$ cat src/rtl/trng_pkg.sv
package trng_pkg;
    typedef enum logic [1:0] {
        ST_SEED = 2'd0,
        ST_IDLE = 2'd1,
        ST_GEN  = 2'd2
    } trng_state_e;

    localparam int OFS_CMD     = 'h00;
    localparam int OFS_STAT    = 'h04;
    localparam int OFS_MODE    = 'h08;
    localparam int OFS_IEN     = 'h10;
    localparam int OFS_ISTAT   = 'h14;
    localparam int OFS_WORDS   = 'h20;
    localparam int OFS_RESEED  = 'h60;
    localparam int OFS_VERSION = 'hF0;

    localparam logic [31:0] VERSION_CODE = 32'h0000_46BC;

    localparam logic [31:0] CMD_NOP  = 32'd0;
    localparam logic [31:0] CMD_GEN  = 32'd1;
    localparam logic [31:0] CMD_SEED = 32'd2;

    localparam int BIT_SEEDED  = 9;
    localparam int BIT_GENBUSY = 30;
    localparam int BIT_SEEDING = 31;
    localparam int BIT_WIDE    = 3;
endpackage

$ cat src/rtl/trng_lfsr_core.sv
module trng_lfsr_core #(
    parameter int          WORD_W    = 32,
    parameter int          NUM_WORDS = 8,
    parameter logic [31:0] TAPS      = 32'h8020_0003,
    parameter logic [31:0] SALT      = 32'h5A17_C3E9
) (
    input  logic                              clk,
    input  logic                              rst_n,
    input  logic                              seed_i,
    input  logic                              gen_i,
    input  logic                              wide_i,
    output logic [NUM_WORDS-1:0][WORD_W-1:0]  words_o
);
    localparam int HALF = NUM_WORDS / 2;

    logic [WORD_W-1:0] state_q;
    logic [WORD_W-1:0] seed_ctr_q;
    logic [WORD_W-1:0] chain [NUM_WORDS+1];
    logic [WORD_W-1:0] reseed_val;
    logic [NUM_WORDS-1:0][WORD_W-1:0] words_q;

    function automatic logic [WORD_W-1:0] step(input logic [WORD_W-1:0] x);
        logic [WORD_W-1:0] y;
        y = x >> 1;
        if (x[0]) y = y ^ TAPS[WORD_W-1:0];
        return y;
    endfunction

    assign chain[0] = state_q;
    generate
        for (genvar w = 0; w < NUM_WORDS; w++) begin : g_chain
            assign chain[w+1] = step(chain[w]);
        end
    endgenerate

    always_comb begin
        reseed_val = step(state_q ^ SALT[WORD_W-1:0] ^ seed_ctr_q);
        if (reseed_val == '0) reseed_val = WORD_W'(1);
    end

    always_ff @(posedge clk or negedge rst_n) begin
        if (!rst_n) begin
            state_q    <= WORD_W'(1);
            seed_ctr_q <= '0;
        end else if (seed_i) begin
            state_q    <= reseed_val;
            seed_ctr_q <= seed_ctr_q + WORD_W'(1);
        end else if (gen_i) begin
            state_q    <= chain[NUM_WORDS];
        end
    end

    generate
        for (genvar w = 0; w < NUM_WORDS; w++) begin : g_word
            always_ff @(posedge clk or negedge rst_n) begin
                if (!rst_n) begin
                    words_q[w] <= '0;
                end else if (gen_i && ((w < HALF) || wide_i)) begin
                    words_q[w] <= chain[w+1];
                end
            end
        end
    endgenerate

    assign words_o = words_q;

    // a half-width generation leaves the top word untouched
    p_upper_hold_r3: assert property (@(posedge clk) disable iff (!rst_n)
        (gen_i && !wide_i) |=> (words_q[NUM_WORDS-1] == $past(words_q[NUM_WORDS-1])));
endmodule

$ cat src/rtl/trng_reseed_ctr.sv
module trng_reseed_ctr #(
    parameter int CNT_W = 16
) (
    input  logic             clk,
    input  logic             rst_n,
    input  logic [CNT_W-1:0] limit_i,
    input  logic             add_i,
    input  logic             wide_i,
    input  logic             clear_i,
    output logic             due_o
);
    localparam int ACC_W = CNT_W + 1;
    localparam logic [ACC_W-1:0] ACC_MAX = {ACC_W{1'b1}};

    logic [ACC_W-1:0] count_q;
    logic [ACC_W-1:0] inc;
    logic [ACC_W:0]   sum;

    assign inc = wide_i ? ACC_W'(2) : ACC_W'(1);
    assign sum = {1'b0, count_q} + {1'b0, inc};

    always_ff @(posedge clk or negedge rst_n) begin
        if (!rst_n) begin
            count_q <= '0;
        end else if (clear_i) begin
            count_q <= '0;
        end else if (add_i) begin
            count_q <= sum[ACC_W] ? ACC_MAX : sum[ACC_W-1:0];
        end
    end

    assign due_o = (limit_i != '0) && (count_q >= {1'b0, limit_i});
endmodule

$ cat src/rtl/trng_ctrl_fsm.sv
module trng_ctrl_fsm
    import trng_pkg::*;
#(
    parameter int SEED_CYCLES = 24,
    parameter int GEN_CYCLES  = 12
) (
    input  logic        clk,
    input  logic        rst_n,
    input  logic        cmd_gen_i,
    input  logic        cmd_seed_i,
    input  logic        auto_due_i,
    output trng_state_e state_o,
    output logic        seeded_o,
    output logic        gen_start_o,
    output logic        gen_done_o,
    output logic        seed_done_o
);
    localparam int MAXC = (SEED_CYCLES > GEN_CYCLES) ? SEED_CYCLES : GEN_CYCLES;
    localparam int TW   = $clog2(MAXC + 1);
    localparam logic [TW-1:0] SEED_LAST = TW'(SEED_CYCLES - 1);
    localparam logic [TW-1:0] GEN_LAST  = TW'(GEN_CYCLES - 1);

    trng_state_e state_q, state_d;
    logic [TW-1:0] timer_q;
    logic seeded_q, pend_gen_q, pend_seed_q;
    logic pend_gen_d, pend_seed_d;
    logic seed_end, gen_end;

    assign seed_end = (state_q == ST_SEED) && (timer_q == SEED_LAST);
    assign gen_end  = (state_q == ST_GEN)  && (timer_q == GEN_LAST);

    always_comb begin
        state_d     = state_q;
        pend_gen_d  = pend_gen_q;
        pend_seed_d = pend_seed_q;
        unique case (state_q)
            ST_SEED: begin
                if (cmd_gen_i) pend_gen_d = 1'b1;
                pend_seed_d = 1'b0;
                if (seed_end) begin
                    if (pend_gen_q || cmd_gen_i) begin
                        state_d    = ST_GEN;
                        pend_gen_d = 1'b0;
                    end else begin
                        state_d = ST_IDLE;
                    end
                end
            end
            ST_IDLE: begin
                if (cmd_seed_i || auto_due_i) begin
                    state_d    = ST_SEED;
                    pend_gen_d = cmd_gen_i;
                end else if (cmd_gen_i) begin
                    state_d = ST_GEN;
                end
            end
            ST_GEN: begin
                if (cmd_seed_i) pend_seed_d = 1'b1;
                if (gen_end) begin
                    if (pend_seed_q || cmd_seed_i) begin
                        state_d     = ST_SEED;
                        pend_seed_d = 1'b0;
                    end else begin
                        state_d = ST_IDLE;
                    end
                end
            end
            default: state_d = ST_IDLE;
        endcase
    end

    always_ff @(posedge clk or negedge rst_n) begin
        if (!rst_n) begin
            state_q     <= ST_SEED;
            timer_q     <= '0;
            seeded_q    <= 1'b0;
            pend_gen_q  <= 1'b0;
            pend_seed_q <= 1'b0;
        end else begin
            state_q     <= state_d;
            timer_q     <= (state_d != state_q) ? '0 : timer_q + TW'(1);
            pend_gen_q  <= pend_gen_d;
            pend_seed_q <= pend_seed_d;
            if (seed_end) seeded_q <= 1'b1;
        end
    end

    always_comb begin
        state_o     = state_q;
        seeded_o    = seeded_q;
        gen_start_o = (state_d == ST_GEN) && (state_q != ST_GEN);
        gen_done_o  = gen_end;
        seed_done_o = seed_end;
    end

    // generation never runs on an unseeded generator
    p_gen_seeded_r7: assert property (@(posedge clk) disable iff (!rst_n)
        (state_q == ST_GEN) |-> seeded_q);
    // a queued reseed follows the generation directly
    p_queued_seed_r9: assert property (@(posedge clk) disable iff (!rst_n)
        (gen_end && pend_seed_q) |=> (state_q == ST_SEED));
    // once seeded, always seeded
    p_seeded_sticky_r1: assert property (@(posedge clk) disable iff (!rst_n)
        seeded_q |=> seeded_q);
endmodule

$ cat src/rtl/trng_cmd_regif.sv
module trng_cmd_regif
    import trng_pkg::*;
#(
    parameter int ADDR_W      = 8,
    parameter int NUM_WORDS   = 8,
    parameter int CNT_W       = 16,
    parameter int SEED_CYCLES = 24,
    parameter int GEN_CYCLES  = 12
) (
    input  logic              clk,
    input  logic              rst_n,
    input  logic              bus_we,
    input  logic [ADDR_W-1:0] bus_addr,
    input  logic [31:0]       bus_wdata,
    output logic [31:0]       bus_rdata,
    output logic              irq_o
);
    localparam int WORD_W = 32;

    trng_state_e state;
    logic seeded, gen_start, gen_done, seed_done, auto_due;
    logic cmd_gen, cmd_seed;
    logic mode_wide_q, wide_q;
    logic ien_glb_q;
    logic [1:0] ien_q, istat_q, istat_clr;
    logic [CNT_W-1:0] limit_q;
    logic [NUM_WORDS-1:0][WORD_W-1:0] words;
    logic unused_wdata;

    function automatic logic hit(input logic [ADDR_W-1:0] a, input int ofs);
        return a == ADDR_W'(ofs);
    endfunction

    assign unused_wdata = ^bus_wdata;
    assign cmd_gen   = bus_we && hit(bus_addr, OFS_CMD) && (bus_wdata == CMD_GEN);
    assign cmd_seed  = bus_we && hit(bus_addr, OFS_CMD) && (bus_wdata == CMD_SEED);
    assign istat_clr = (bus_we && hit(bus_addr, OFS_ISTAT)) ? bus_wdata[1:0] : 2'b00;

    trng_ctrl_fsm #(
        .SEED_CYCLES (SEED_CYCLES),
        .GEN_CYCLES  (GEN_CYCLES)
    ) fsm_i (
        .clk         (clk),
        .rst_n       (rst_n),
        .cmd_gen_i   (cmd_gen),
        .cmd_seed_i  (cmd_seed),
        .auto_due_i  (auto_due),
        .state_o     (state),
        .seeded_o    (seeded),
        .gen_start_o (gen_start),
        .gen_done_o  (gen_done),
        .seed_done_o (seed_done)
    );

    trng_reseed_ctr #(.CNT_W(CNT_W)) rctr_i (
        .clk     (clk),
        .rst_n   (rst_n),
        .limit_i (limit_q),
        .add_i   (gen_done),
        .wide_i  (wide_q),
        .clear_i (seed_done),
        .due_o   (auto_due)
    );

    trng_lfsr_core #(
        .WORD_W    (WORD_W),
        .NUM_WORDS (NUM_WORDS)
    ) core_i (
        .clk     (clk),
        .rst_n   (rst_n),
        .seed_i  (seed_done),
        .gen_i   (gen_done),
        .wide_i  (wide_q),
        .words_o (words)
    );

    always_ff @(posedge clk or negedge rst_n) begin
        if (!rst_n) begin
            mode_wide_q <= 1'b0;
            wide_q      <= 1'b0;
            ien_glb_q   <= 1'b0;
            ien_q       <= 2'b00;
            limit_q     <= '0;
            istat_q     <= 2'b00;
        end else begin
            if (bus_we && hit(bus_addr, OFS_MODE)) mode_wide_q <= bus_wdata[BIT_WIDE];
            if (bus_we && hit(bus_addr, OFS_IEN)) begin
                ien_glb_q <= bus_wdata[31];
                ien_q     <= bus_wdata[1:0];
            end
            if (bus_we && hit(bus_addr, OFS_RESEED)) limit_q <= bus_wdata[CNT_W-1:0];
            if (gen_start) wide_q <= mode_wide_q;
            istat_q <= (istat_q & ~istat_clr) | {seed_done, gen_done};
        end
    end

    always_comb begin
        bus_rdata = '0;
        if (hit(bus_addr, OFS_CMD)) begin
            bus_rdata = (state == ST_GEN)  ? CMD_GEN :
                        (state == ST_SEED) ? CMD_SEED : CMD_NOP;
        end else if (hit(bus_addr, OFS_STAT)) begin
            bus_rdata[BIT_SEEDED]  = seeded;
            bus_rdata[BIT_GENBUSY] = (state == ST_GEN);
            bus_rdata[BIT_SEEDING] = (state == ST_SEED);
        end else if (hit(bus_addr, OFS_MODE)) begin
            bus_rdata[BIT_WIDE] = mode_wide_q;
        end else if (hit(bus_addr, OFS_IEN)) begin
            bus_rdata[31]  = ien_glb_q;
            bus_rdata[1:0] = ien_q;
        end else if (hit(bus_addr, OFS_ISTAT)) begin
            bus_rdata[1:0] = istat_q;
        end else if (hit(bus_addr, OFS_RESEED)) begin
            bus_rdata[CNT_W-1:0] = limit_q;
        end else if (hit(bus_addr, OFS_VERSION)) begin
            bus_rdata = VERSION_CODE;
        end else begin
            for (int i = 0; i < NUM_WORDS; i++) begin
                if (hit(bus_addr, OFS_WORDS + 4 * i)) bus_rdata = words[i];
            end
        end
    end

    assign irq_o = ien_glb_q && |(ien_q & istat_q);

    // ready flag only rises after a finished generation
    p_ready_src_r2: assert property (@(posedge clk) disable iff (!rst_n)
        $rose(istat_q[0]) |-> $past(gen_done));
    // no interrupt without the global enable
    p_irq_gate_r5: assert property (@(posedge clk) disable iff (!rst_n)
        irq_o |-> ien_glb_q);
    // write-1 clears the ready flag when no new completion coincides
    p_w1c_r4: assert property (@(posedge clk) disable iff (!rst_n)
        (bus_we && hit(bus_addr, OFS_ISTAT) && bus_wdata[0] && !gen_done) |=> !istat_q[0]);
    // a reached limit while idle starts a seed next cycle
    p_auto_seed_r8: assert property (@(posedge clk) disable iff (!rst_n)
        (auto_due && state == ST_IDLE) |=> (state == ST_SEED));
endmodule

$ cat config.mk
export PLATFORM = sky130hd
export DESIGN_NAME = trng_cmd_regif
export DESIGN_NICKNAME = d
export VERILOG_FILES = /design/src/rtl/trng_pkg.sv /design/src/rtl/trng_lfsr_core.sv /design/src/rtl/trng_reseed_ctr.sv /design/src/rtl/trng_ctrl_fsm.sv /design/src/rtl/trng_cmd_regif.sv
export SDC_FILE = /design/constraint.sdc
export NUM_CORES = 1
export LEC_CHECK = 0
export CAP_MARGIN = 40
export CORE_MARGIN = 5
export CORE_UTILIZATION = 35
export CTS_BUF_LIST = sky130_fd_sc_hd__clkbuf_8 sky130_fd_sc_hd__clkbuf_16
export DETAILED_ROUTE_END_ITERATION = 7
export RECOVER_POWER = 25
export SYNTH_ARGS = -nofsm -noshare
export SYNTH_HDL_FRONTEND = slang
export SYNTH_HIERARCHICAL = 1
export SYNTH_SLANG_ARGS = --single-unit
$ cat constraint.sdc
create_clock -name clk -period 3.2 [get_ports clk]
set_clock_uncertainty 0.15 [all_clocks]
set_input_delay 0.48 -clock clk [delete_from_list [all_inputs] [get_ports clk]]
set_output_delay 0.48 -clock clk [all_outputs]
set_load 0.02 [all_outputs]
# --- Word level (Yosys, flattened, before mapping) ---
# Index checks and enable logic that the tools add are counted.
totals:
  word_cells: 161
  register_bits: 370
  inputBits: 43
op_classes:
  n_eq_ne: 24
  mux: 71
  order_cmp: 1
  n_bitwise: 15
  n_reduce_logical: 25
  add_sub_neg: 3
ops:
  columns: ["op", "n"]
  rows:
  - ["32-bit two-way mux", 28]
  - ["16-bit two-way mux", 7]
  - ["8-bit by 6-bit == test with 1-bit output (second input constant)", 8]
  - ["17-bit two-way mux", 3]
  - ["3-bit NOT with 4-bit output", 9]
  - ["32-bit by 1-bit adder with 32-bit output (second input constant)", 1]
  - ["32-bit by 1-bit == test with 1-bit output (second input constant)", 1]
  - ["32-bit by 2-bit == test with 1-bit output (second input constant)", 1]
  - ["32-bit logical NOT", 1]
  - ["32-bit XOR", 1]
  - ["30-bit two-way mux", 1]
  - ["29-bit two-way mux", 1]
  - ["28-bit two-way mux", 1]
  - ["2-bit two-way mux", 12]
  - ["20-bit two-way mux", 1]
  - ["17-bit by 17-bit adder with 18-bit output", 1]
  - ["17-bit by 16-bit greater-or-equal comparator with 1-bit output", 1]
  - ["17-bit NOT", 1]
  - ["8-bit by 5-bit == test with 1-bit output (second input constant)", 2]
  - ["16-bit nonzero test", 1]
  - ["1-bit logical AND", 13]
  - ["1-bit two-way mux", 11]
  - ["9-bit two-way mux", 1]
  - ["8-bit by 3-bit == test with 1-bit output (second input constant)", 1]
  - ["24 further kinds", 31]

# --- Depth between registers and ports, before layout ---
# Gate-level depths: netlist (run 1).
depth:
  depth_word: 27
  mapped_depth: 11

# --- Hierarchy ---
# The synthesis (run 1) kept the hierarchy.
by_module_without_submodules:
  columns: ["module", "area_each_um2", "seq_area_each_um2", "cells_per_inst", "n_inst"]
  rows:
  - ["trng_lfsr_core", 7887.6, 3654.8, 718, 1]
  - ["trng_cmd_regif", 3798.6, 575.6, 477, 1]
  - ["trng_reseed_ctr", 1410.1, 425.4, 162, 1]
  - ["trng_ctrl_fsm", 553.0, 250.2, 56, 1]

# --- Worst setup path before layout (run 1) ---
# OpenSTA, ideal clock, no wires.
synth_timing:
  path_type: "input to output"
  start: "input bus_addr[6]"
  end: "output bus_rdata[2]"
  setup_slack_ns: 0.313
  stages: 6
  arrival_time_ns: 2.257
  required_time_ns: 2.570
  path_cell_list: "buf_4 or4_4 nor2_8 o21ai_1 a32o_1 a221oi_1"
synth_via:
  elab_chain_len: 27
  word_cells_on_any_way: 41
synth_rtl:
  columns: ["item", "line_no", "source"]
  rows:
  - ["start: declaration", "trng_cmd_regif.sv:13", "input logic [ADDR_W-1:0] bus_addr,"]
  - ["8-bit by 6-bit == test with 1-bit output", "trng_cmd_regif.sv:31", "return a == ADDR_W'(ofs);"]
  - ["32-bit two-way mux (8 in series)", "trng_cmd_regif.sv:119", "if (hit(bus_addr, OFS_WORDS + 4 * i)) bus_rdata = words[i];"]
  - ["32-bit two-way mux", "trng_cmd_regif.sv:115", "end else if (hit(bus_addr, OFS_VERSION)) begin"]
  - ["32-bit two-way mux", "trng_cmd_regif.sv:113", "end else if (hit(bus_addr, OFS_RESEED)) begin"]
  - ["32-bit two-way mux", "trng_cmd_regif.sv:111", "end else if (hit(bus_addr, OFS_ISTAT)) begin"]
  - ["32-bit two-way mux", "trng_cmd_regif.sv:108", "end else if (hit(bus_addr, OFS_IEN)) begin"]
  - ["32-bit two-way mux", "trng_cmd_regif.sv:106", "end else if (hit(bus_addr, OFS_MODE)) begin"]
  - ["32-bit two-way mux", "trng_cmd_regif.sv:102", "end else if (hit(bus_addr, OFS_STAT)) begin"]
  - ["(+4 left out)", null, null]
  - ["16-bit two-way mux", "trng_cmd_regif.sv:106", null]
  - ["16-bit two-way mux", "trng_cmd_regif.sv:102", null]
  - ["16-bit two-way mux", "trng_cmd_regif.sv:99", "if (hit(bus_addr, OFS_CMD)) begin"]
  - ["30-bit two-way mux", "trng_cmd_regif.sv:111", null]
  - ["29-bit two-way mux", "trng_cmd_regif.sv:108", null]
  - ["3-bit two-way mux", "trng_cmd_regif.sv:106", null]
  - ["9-bit two-way mux", "trng_cmd_regif.sv:102", null]
  - ["32-bit two-way mux (*)", "trng_cmd_regif.sv:99", null]
  - ["end: declaration", "trng_cmd_regif.sv:15", "output logic [31:0] bus_rdata,"]
# Mark *: on every way between the ends. The rest lies on a longest branch, timed or not. The select of a mux whose other input is x is not followed.

# --- Worst setup path in the final report (run 1) ---
layout_timing:
  start: "input bus_addr[7]"
  end: "output bus_rdata[4]"
layout_via:
  elab_chain_len: 27
  word_cells_on_any_way: 41
layout_rtl:
  columns: ["item", "line_no"]
  rows:
  - ["8-bit by 6-bit == test with 1-bit output", "trng_cmd_regif.sv:31"]
  - ["32-bit two-way mux (8 in series)", "trng_cmd_regif.sv:119"]
  - ["32-bit two-way mux", "trng_cmd_regif.sv:115"]
  - ["32-bit two-way mux", "trng_cmd_regif.sv:113"]
  - ["32-bit two-way mux", "trng_cmd_regif.sv:111"]
  - ["32-bit two-way mux", "trng_cmd_regif.sv:108"]
  - ["32-bit two-way mux", "trng_cmd_regif.sv:106"]
  - ["32-bit two-way mux", "trng_cmd_regif.sv:102"]
  - ["(+4 left out)", null]
  - ["16-bit two-way mux", "trng_cmd_regif.sv:106"]
  - ["16-bit two-way mux", "trng_cmd_regif.sv:102"]
  - ["16-bit two-way mux", "trng_cmd_regif.sv:99"]
  - ["30-bit two-way mux", "trng_cmd_regif.sv:111"]
  - ["29-bit two-way mux", "trng_cmd_regif.sv:108"]
  - ["28-bit two-way mux", "trng_cmd_regif.sv:106"]
  - ["9-bit two-way mux", "trng_cmd_regif.sv:102"]
  - ["32-bit two-way mux (*)", "trng_cmd_regif.sv:99"]
# Marked as above.

==> metrics.md, run 1 <==
| Metric | Value |
|---|---|
| Outcome | `finished, violations left` |
| Failing checks | `capacitance limit, slew limit` |
| RePlAce Congestion | `~0.97` |
| Internal power | `5.08 mW` |
| R2r setup slk | `0.11 ns` |
| Initial antenna violation count | `0` |
| Clk buf depth | `2` |
| Total power | `around 8.0 mW` |
| Cells after Synth | `~1,400` |
| GRT overflow | `0` |
| GR peak layer | `met2` |
| Root Buffer | `clkbuf_16` |
| Worst Path Buf+Inv | `3` |
| Crit share post-route | `0.984` |
| Router iterations before antenna repair | `6` |
| CP max stage cell | `or4_4` |
| Placed instance area | `about 0.014 mm^2` |
| Peak VDD IR | `about 0.45 mV` |
| Crit Path Max Fanout | `5` |
| Reg power frac | `0.402` |
| Port buffer count | `75` |
| Ys async rst share | `1.00` |
| Net count, final | `about 1,400` |
| Clock power frac | `0.286` |
| Worst Setup Start Kind | `primary input` |
| H-tree depth | `4` |
| Core Util, Final | `0.391` |
| Met3 Use GR | `0.0246` |
| Vias in the first global route | `about 11,000` |
| Final Max Tran Viols | `80` |
| WL/cell | `20.7 um` |
| Post-DP HPWL | `approximately 30,000 um` |
| Critical-path cell list | `dlygate4sd2_1 > or4_4 > nor2_8 > o21ai_1 > a32o_1 > a221oi_1 > buf_4 > buf_4` |
| Initial Util | `0.353` |
| Post-Syn Area | `0.0136 mm^2` |
| Family with the most delay on the worst path | `simple AND/OR/NAND/NOR gates` |
| Hold EP | `fsm_i/seeded_o` |
| CP arrival | `roughly 2.5 ns` |
| Net Sw Frac | `0.368` |
| CTS tree | `yes` |
| Post-Syn Area per Cell | `between 9 and 10 um^2` |
| N_diodes | `0` |
| Clk Latency, worst-skew pair | `0.44 ns` |
| Post-synthesis sequential area ratio | `0.359` |
| Total I/O pin count | `76` |
| Cell variety after synth | `87` |
| Final hold viol count | `0` |
| Kind of critical path | `primary input to output port` |
| Max Clock Freq | `about 320 MHz` |
| Final instance area | `0.0151 mm^2` |
| Final wirelength | `between 30,000 and 40,000 um` |
| CP most frequent cell | `buf_4` |
| Ys flop type | `dfrtp_1` |
| Hold Startpoint | `fsm_i/seeded_o` |
| GRT Util Overall | `0.182` |
| Clock-pin slew on the worst setup and hold paths | `~0.070 ns` |
| Yosys warning total | `6` |
| Vias post-DR | `around 11,000` |
| RSZ-0062 raised after global routing | `true` |
| Hold Crit Class | `flop to flop` |
| Post-DRT Antenna Nets | `0` |
| Drt via density | `~5.5` |
| TritonCTS buffer count | `17` |
| CTS sink cnt | `approximately 200` |
| Combinational Power Share | `0.312` |
| Synthesized flop and latch total | `approximately 200` |
| Crit path required time | `~2.6 ns` |
| Top cell type's share of synthesized area | `0.358` |
| CP Capture Type | `output port` |
| Met1 global-route usage | `0.256` |
| Slowest cell delay on critical path | `roughly 0.63 ns` |
| Core box area | `just under 0.04 mm^2` |
| Worst R2R End | `wide_q` |
| Max cap viols | `1` |
| Post-synth EDFFs | `0` |
| Final Hold Slack | `roughly 0.32 ns` |
| Worst reg2reg path depth | `10` |
| Largest net degree at the start of global routing | `87` |
| Setup tns final | `0 ns` |
| Endpoints failing setup | `0` |
| Largest cells by area after synthesis | `dfrtp_1 (36%), buf_4 (10%), mux2_2 (6.0%), xnor2_1 (3.8%), o21ai_0 (3.6%)` |
| Reg-to-reg startpoint | `limit_q[6]` |
| Post-Syn Nets | `between 1,000 and 1,500` |
| Period minus WS final | `approximately 3.2 ns` |
| Initial DRC count | `948` |
| Relative slew slack | `-0.347` |
| First-pass GRT wire length | `approximately 63,000 um` |
| Met2 global-route usage | `0.299` |
| Cell row count | `between 70 and 80` |
| Switching Power | `2.95 mW` |
| Die area | `around 0.043 mm^2` |
| Die width | `~210 um` |
| Leakage | `around 6.6 nW` |
| Share of layout cells above drive strength 1 | `0.238` |
| Hold Path Stages | `1` |
| Die height | `~210 um` |
| PwrDens | `between 500 and 600 mW/mm^2` |
| Worst slew pin tran | `slightly above 2 ns` |
| Largest area contributor in the synthesized netlist | `dfrtp_1` |
| Area grow syn2layout | `10.8%` |
| DRC errors left | `0` |
## power groups by stage
| stage | clock, mW | sequential, mW | combinational (mW) |
|---|---|---|---|
| floorplan | 0 | 2.99 | 1.77 |
| global placement | 0 | 3.28 | 2.45 |
| detailed placement | 0 | 3.28 | 2.47 |
| CTS | 2.35 | 3.24 | 2.50 |
| global route | 2.45 | 3.27 | 2.72 |
| finish | 2.30 | 3.23 | 2.51 |
## metrics by stage
step,worst slack (ns),cells
after floorplan,0.313,1413
after global placement,-0.933,1875
after detailed placement,-0.868,1875
after CTS,0.00120,1911
after global routing,-0.0683,1912
final,0.0497,1912
## registers in the layout (all words and copies together), names as in the netlist, 2 cells and up
name               count
istat_q                2
core_i/words_o        82
ien_q                  2
limit_q               16
fsm_i/state_o          2
fsm_i/timer_q          5
core_i/state_q        32
core_i/seed_ctr_q     32
rctr_i/count_q        17
## repair_timing
| item | 4_1_cts | 5_1_grt |
|---|---|---|
| cloned | 1 | 0 |
| gates resized for setup | 111 | 42 |
| setup buffers | 2 | 1 |
| hold endpoints to repair | 77 | 0 |
| hold buffers | 1 | 0 |
| pin swaps | 7 | 12 |
| endpoints found under the setup margin | 32 | 31 |
## cells in the final DEF, fill, tap and decap left out, types with 8 or more instances in the layout
master and instances:
nor2_1 80, ha_1 20, inv_1 29, a21o_1 10
mux2_1 11, a22oi_1 14, o21ai_1 12, a21oi_1 43
nand2_1 104, nor4_1 18, buf_4 113, a221o_1 23
o21a_1 8, nor3_1 26, o22ai_1 19, dfrtp_1 195
mux2_2 73, mux2i_1 40, clkdlybuf4s50_1 34, a211oi_1 13
a32o_1 8, and3_1 9, clkbuf_2 8, nand3_1 27
a31oi_1 9, and2_1 12, nand2b_1 14, buf_2 18
clkbuf_16 17, and4_1 9, mux4_2 14, xor2_1 33
xnor2_1 59, buf_12 16, nand4_1 19, o21ai_0 98
## logic make-up (layout without fill, tap and decap cells)
logic type | count (synthesis) | in the layout | share of synthesized area
AND/OR/NAND/NOR | 371 | 372 | 0.147
buffers and inverters | 284 | 264 | 0.133
AO/OA/AOI/OAI | 303 | 303 | 0.147
flip-flops | 196 | 196 | 0.359
multiplexers | 138 | 138 | 0.122
XOR/XNOR | 100 | 100 | 0.0720
adder cells (fa/ha/maj) | 21 | 21 | 0.0198
## how the worst max path moves through the flow
stage | start | endpoint | cells after the start | slack [ns]
2_1_floorplan | bus_addr[6] | bus_rdata[2] | 6 | 0.31
3_3_place_gp | bus_addr[0] | bus_rdata[1] | 10 | -0.93
3_5_place_dp | bus_addr[0] | bus_rdata[1] | 10 | -0.87
4_1_cts | bus_addr[1] | bus_rdata[24] | 9 | 0.001
5_1_grt | limit_q[6] | wide_q | 10 | -0.07
6_report | bus_addr[7] | bus_rdata[4] | 8 | 0.05
## layout make-up
cell class	count	area, um^2
Tap cell	518	648
Inverter	30	113
Clock buffer	19	453
Timing Repair Buffer	202	1770
Clock inverter	13	181
Fill cell	3805	23500
Multi-Input combinational cell	934	7050
Sequential cell	196	4910
## layer usage
metal	share of wire	wire length, um
met5	0	0
met4	0.020	782
met3	0.042	1660
met2	0.48	18900
met1	0.46	18300
## cell usage after synthesis (7+ instances only)
master,n
a211oi_1,13
a21o_1,10
a21oi_1,44
a221o_1,23
a22oi_1,15
a31oi_1,10
a32o_1,8
and2_1,13
and3_1,9
and4_1,9
buf_2,26
buf_4,183
clkbuf_1,36
dfrtp_1,195
ha_1,20
inv_1,29
mux2_1,11
mux2_2,73
mux2i_1,40
mux4_2,14
nand2_1,106
nand2b_1,15
nand3_1,27
nand4_1,19
nor2_1,80
nor2b_1,7
nor3_1,27
nor4_1,19
o21a_1,8
o21ai_0,99
o21ai_1,11
o22ai_1,19
xnor2_1,59
xor2_1,33
No activity file was read; power rests on OpenSTA's default activity.
==> inputs of run 2 (changes only) <==
==> constraint.sdc (replaced) <==
create_clock -name clk -period 3.2 [get_ports clk]
set_clock_uncertainty 0.15 [all_clocks]
set_input_delay 0.32 -clock clk [delete_from_list [all_inputs] [get_ports clk]]
set_output_delay 0.32 -clock clk [all_outputs]
set_load 0.02 [all_outputs]
==> metrics.md, run 2 (synthesis results as in run 1) <==
| Metric | Value |
|---|---|
| Critical Path Stages | `7 (-1)` |
| Net count, final | `1,423 (-1.5%)` |
| Die height | `207 um (unchanged)` |
| N_diodes | `0 (unchanged)` |
| RSZ-0062 raised after global routing | `true` |
| PwrDens | `540 mW/mm^2 (+1.7%)` |
| Outcome | `finished, violations left` |
| Worst slew pin tran | `2.28 ns (+0.261 ns)` |
| GRT overflow | `0 (unchanged)` |
| Critical-path cell list | `clkdlybuf4s50_1 > or4_4 > nor2_4 > o21ai_2 > a32o_1 > a221oi_2 > dlygate4sd2_1` |
| CP Capture Type | `output port` |
| Worst Setup SP | `bus_addr[6]` |
| Placed Instances | `1,855 (-1.1%)` |
| First-pass GRT wire length | `60,100 um (-3.8%)` |
| CP max stage cell | `or4_4` |
| R2r setup slk | `0.12 ns (about the same)` |
| Area grow syn2layout | `9.49%` |
| Worst reg2reg path depth | `8 (-2)` |
| Post-DRT Antenna Nets | `0 (unchanged)` |
| Die area | `0.0430 mm^2 (unchanged)` |
| Max cap viols | `1 (unchanged)` |
| TritonCTS buffer count | `17 (unchanged)` |
| Slowest cell delay on critical path | `0.64 ns (about the same)` |
| Initial DRC count | `956 (+0.84%)` |
| Non-filler cells, final | `1,890 (-1.2%)` |
| Core box area | `0.0386 mm^2 (unchanged)` |
| Clk buf depth | `2 (unchanged)` |
| Cell row count | `72 (unchanged)` |
| Total power | `8.07 mW (+0.45%)` |
| Failing checks | `DRC, capacitance limit, slew limit` |
| H-tree depth | `4 (unchanged)` |
| Crit share post-route | `0.983 (-0.00131)` |
| Core Util, Final | `0.387 (-0.00463)` |
| Clock-pin slew on the worst setup and hold paths | `0.07 ns (about the same)` |
| Vias in the first global route | `10,100 (-4.8%)` |
| Kind of critical path | `primary input to output port` |
| Hold Crit Class | `flop to flop` |
| GRT Util Overall | `0.172 (-0.00993)` |
| Total I/O pin count | `76 (unchanged)` |
| Router iterations before antenna repair | `8 (+2)` |
| Final wirelength | `37,500 um (-5.4%)` |
| Max FFs per register | `82 (unchanged)` |
| Most common cell after layout, fill and taps aside | `dfrtp_1` |
| Worst Path Buf+Inv | `2 (-1)` |
| Largest net degree at the start of global routing | `87 (unchanged)` |
| Crit path required time | `2.73 ns (+0.16 ns)` |
| Vias post-DR | `10,400 (-1.1%)` |
| Leakage | `6.56 nW (-1.3%)` |
| Hold Path Stages | `1 (unchanged)` |
| Final hold viol count | `0 (unchanged)` |
| Port buffer count | `75 (unchanged)` |
| Max Clock Freq | `318 MHz (+0.13%)` |
| Endpoints failing setup | `0 (unchanged)` |
| Relative slew slack | `-0.521 (-0.174)` |
| Worst setup path end | `bus_rdata[14]` |
| Root Buffer | `clkbuf_16` |
| Commonest non-fill, non-tap cells in the layout | `dfrtp_1 (195), nand2_1 (103), o21ai_0 (99), buf_4 (95), nor2_1 (80)` |
| Drt via density | `5.51 (about the same)` |
| DRC errors left | `1 (+1)` |
| Initial antenna violation count | `0 (unchanged)` |
| Reg-to-reg startpoint | `rctr_i/count_q[14]` |
| Period minus WS final | `3.15 ns (-0.00418 ns)` |
| Family with the most delay on the worst path | `buffers and inverters` |
| Clk Latency, worst-skew pair | `0.45 ns (about the same)` |
| Worst Setup Start Kind | `primary input` |
| Final Max Tran Viols | `83 (+3.8%)` |
| Crit Path Max Fanout | `5 (unchanged)` |
| Initial Util | `0.353 (unchanged)` |
| CP arrival | `2.68 ns (+0.16 ns)` |
| Worst R2R End | `wide_q` |
| Die width | `207 um (unchanged)` |
| CTS tree | `yes` |
| RePlAce Congestion | `0.897 (-7.9%)` |
| Peak VDD IR | `0.446 mV (-0.97%)` |
| Post-DP HPWL | `27,700 um (-6.2%)` |
| Share of layout cells above drive strength 1 | `0.211 (-0.0268)` |
| WL/cell | `19.8 um (-4.3%)` |
| CTS sink cnt | `196 (unchanged)` |
==> run 2: changes by cell type in the layout (fill, tap and decap cells not counted), sizes merged <==
cell	change
buf	-43
dlygate4sd2	+12
clkinv	+6
clkdlybuf4s50	+4
clkdlybuf4s15	+2
clkinvlp	-2
dlymetal6s2s	+2
inv	-2
clkbuf	-1
==> run 2: power by group <==
group	switching (mW)	leakage [nW]	internal (mW)
combinational	1.37	3.56	1.14
clock	1.10	0.309	1.21
sequential	0.524	2.69	2.73
==> run 2: metrics by stage <==
stage	TNS (ns)	hold slack, ns	area [um^2]	worst slack, ns
final	0	0.331	14900	0.0539
after CTS	-0.00304	0.335	14900	-0.00304
after detailed placement	-7.70	0.285	14300	-0.360
after global routing	-0.00763	0.356	14900	-0.00311
after floorplan	0	-0.126	13600	0.358
after global placement	-8.72	0.282	14300	-0.430
==> run 2: worst min-delay path by stage <==
stage,endpoint,slack [ns],startpoint
2_1_floorplan,core_i/seed_ctr_q[0],-0.13,rst_n
3_3_place_gp,core_i/words_o[217],0.28,rst_n
4_1_cts,fsm_i/timer_q[0],0.34,fsm_i/timer_q[0]
5_1_grt,fsm_i/timer_q[0],0.36,fsm_i/timer_q[0]
3_5_place_dp,core_i/words_o[222],0.29,rst_n
6_report,fsm_i/seeded_o,0.33,fsm_i/seeded_o
==> run 2: timing repair <==
action                                  CTS  global route
buffers inserted                          0             1
gates cloned                              0             1
pin swaps                                 0             8
hold buffers                              1             0
resized for setup                        44            31
endpoints found under the hold margin    81             0
endpoints found under the setup margin   32            30
==> run 2: final cells by class <==
cell class,instances,area [um^2]
fillers,3821,23700
multi-input cells,934,7050
flip-flops and latches,196,4910
repair buffers,180,1590
well taps,518,648
clock buffers,17,425
clock inverters,15,214
inverters,30,113
==> run 2: routing by layer <==
| layer | vias up | global-route usage | wire [um] |
|---|---|---|---|
| met2 | 337 | 0.274 | 17400 |
| met3 | 74 | 0.0304 | 1990 |
| met1 | 5175 | 0.243 | 17200 |
| met4 | 0 | 0.0461 | 934 |
| li1 | 4832 | - | - |
| met5 | - | 0 | 0 |
==> inputs of run 3 (changes only) <==
CORE_UTILIZATION = 55   (was 35)
PLACE_DENSITY = 0.74   (was not set)
clock period = 3.5 ns   (was 3.2 ns; I/O delays follow)
==> metrics.md, run 3 (synthesis results as in run 1) <==
| Metric | Value |
|---|---|
| Clock-pin slew on the worst setup and hold paths | `0.07 ns (about the same)` |
| RePlAce Congestion | `1.09 (+21%)` |
| DRC errors left | `0 (-1)` |
| Max Clock Freq | `between 200 and 300 MHz` |
| Crit path required time | `3.00 ns (+0.27 ns)` |
| Post-DP HPWL | `25,500 um (-8.0%)` |
| Worst Setup Start Kind | `primary input` |
| Final wirelength | `35,000 um (-6.7%)` |
| Endpoints failing setup | `0 (unchanged)` |
| Family with the most delay on the worst path | `buffers and inverters` |
| Router iterations before antenna repair | `5 (-3)` |
| Total I/O pin count | `76 (unchanged)` |
| RSZ-0062 raised after global routing | `false` |
| GRT overflow | `0 (unchanged)` |
| Post-DRT Antenna Nets | `0 (unchanged)` |
| Net count, final | `1,404 (-1.3%)` |
| Crit share post-route | `0.977` |
| Drt via density | `6.22 (+13%)` |
| Clk Latency, worst-skew pair | `0.44 ns (about the same)` |
| Worst slew pin tran | `2.12 ns (-0.159 ns)` |
| Port buffer count | `75 (unchanged)` |
| Reg-to-reg startpoint | `limit_q[14]` |
| Initial antenna violation count | `0 (unchanged)` |
| Vias post-DR | `10,400 (+0.0096%)` |
| Max cap viols | `1 (unchanged)` |
| Critical-path cell list | `clkdlybuf4s50_1 > buf_4 > nor4_4 > buf_4 > buf_4 > a222oi_1 > a21oi_1 > a211o_1 > clkdlybuf4s50_1` |
| PwrDens | `494 mW/mm^2 (-8.5%)` |
| CP most frequent cell | `buf_4` |
| Placed Instances | `1,643 (-11%)` |
| Outcome | `finished, violations left` |
| Vias in the first global route | `10,100 (+0.45%)` |
| Core box area | `0.0244 mm^2 (-37%)` |
| Crit Path Max Fanout | `11 (+6)` |
| Final hold viol count | `0 (unchanged)` |
| Worst Path Buf+Inv | `5 (+3)` |
| Leakage | `6.46 nW (-1.4%)` |
| CTS sink cnt | `196 (unchanged)` |
| Hold Startpoint | `fsm_i/seeded_o` |
| Most common cell after layout, fill and taps aside | `dfrtp_1` |
| Worst Setup SP | `bus_addr[6]` |
| Initial Util | `0.560 (+0.206)` |
| Kind of critical path | `primary input to output port` |
| CP Capture Type | `output port` |
| Root Buffer | `clkbuf_16` |
| Die width | `168 um (-19%)` |
| Non-filler cells, final | `1,676 (-11%)` |
| Slowest cell delay on critical path | `0.59 ns (-0.05 ns)` |
| Total power | `7.12 mW (-12%)` |
| Area grow syn2layout | `5.50%` |
| Die height | `168 um (-19%)` |
| Hold Crit Class | `flop to flop` |
| Share of layout cells above drive strength 1 | `0.181 (-0.0302)` |
| Largest net degree at the start of global routing | `84 (-3.4%)` |
| Failing checks | `capacitance limit, slew limit` |
| CTS tree | `yes` |
| N_diodes | `0 (unchanged)` |
| First-pass GRT wire length | `56,000 um (-6.9%)` |
| Clk buf depth | `2 (unchanged)` |
| GRT Util Overall | `0.246 (+0.0740)` |
| Peak VDD IR | `0.354 mV (-21%)` |
| Period minus WS final | `~3.4 ns` |
| WL/cell | `20.9 um (+5.3%)` |
| Die area | `0.0281 mm^2 (-35%)` |
| Initial DRC count | `1,000 (+4.6%)` |
| Max FFs per register | `82 (unchanged)` |
| Commonest non-fill, non-tap cells in the layout | `dfrtp_1 (195), nand2_1 (104), o21ai_0 (99), buf_4 (81), nor2_1 (80)` |
| Final Max Tran Viols | `84 (+1.2%)` |
| CP arrival | `2.92 ns (+0.24 ns)` |
| Relative slew slack | `-0.415 (+0.106)` |
| CP max stage cell | `clkdlybuf4s50_1` |
| H-tree depth | `4 (unchanged)` |
| Cell row count | `57 (-21%)` |
| TritonCTS buffer count | `17 (unchanged)` |
==> run 3: changes by cell type in the layout (fill, tap and decap cells not counted), moves of 3 or more <==
cell,change
buf_4,-14
clkbuf_2,-8
clkdlybuf4s50_1,+7
dlygate4sd2_1,+5
buf_12,-4
clkdlybuf4s15_1,-4
inv_8,+4
a221oi_1,+3
a221oi_2,-3
clkinv_4,-3
clkinv_8,-3
==> run 3: per-layer routing <==
metal  GRT usage  vias to the layer above  part of all wire
li1            -                     4780                 -
met1       0.348                     5072              0.43
met5           0                        -                 0
met2       0.385                      484              0.46
met4      0.0762                        0             0.029
met3      0.0486                       83             0.083
==> run 3: final timing paths <==
path,to,slack [ns],cells past startpoint
setup / recovery,bus_rdata[6],0.08,9
hold / removal,fsm_i/seeded_o,0.33,1
setup reg to reg,wide_q,0.29,9
hold reg to reg,fsm_i/seeded_o,0.33,1
max in group asynchronous,core_i/words_o[194],0.70,3
min in group asynchronous,core_i/words_o[210],0.92,2
==> run 3: worst register-to-register path: stages, from the launching register on <==
cell and delay, ns:
dfrtp_1 0.46, inv_1 0.08, ha_1 0.31, a21o_1 0.16
a2111oi_1 0.47, a31oi_1 0.28, or4b_1 0.56, o21ai_0 0.09
a22o_1 0.17, mux2_2 0.34
==> run 3: timing repair <==
action,in CTS,in global routing
buffers inserted,0,1
cloned,0,0
resized for setup,24,8
pin swaps,0,1
hold endpoints to repair,80,0
setup endpoints to repair,24,10
hold buffers,1,0
==> run 3: where the power goes <==
group	total (mW)	leakage (nW)	internal (mW)	switching (mW)
clock network	1.92	0.284	0.977	0.944
registers	2.97	2.69	2.49	0.475
logic	2.23	3.49	0.952	1.28
==> run 3: through the flow <==
step                      hold slack [ns]   TNS, ns   util  setup WS (ns)  cell area [um^2]
final                               0.328         0  0.590         0.0796             14400
after global routing                0.351         0  0.590        0.00141             14400
after CTS                           0.326  -0.00741  0.590       -0.00741             14400
after detailed placement            0.293    -0.549  0.567        -0.0837             13800
after global placement              0.286    -0.220  0.567        -0.0659             13800
after floorplan                   -0.0956         0      -          0.658             13600
==> run 3: final cells by class <==
type / instances / area [um^2]
Timing Repair Buffer: 162 / 1440
Fill cell: 2076 / 9990
Clock inverter: 12 / 115
Inverter: 30 / 113
Multi-Input combinational cell: 933 / 6970
Clock buffer: 19 / 453
Sequential cell: 196 / 4910
Tap cell: 324 / 405
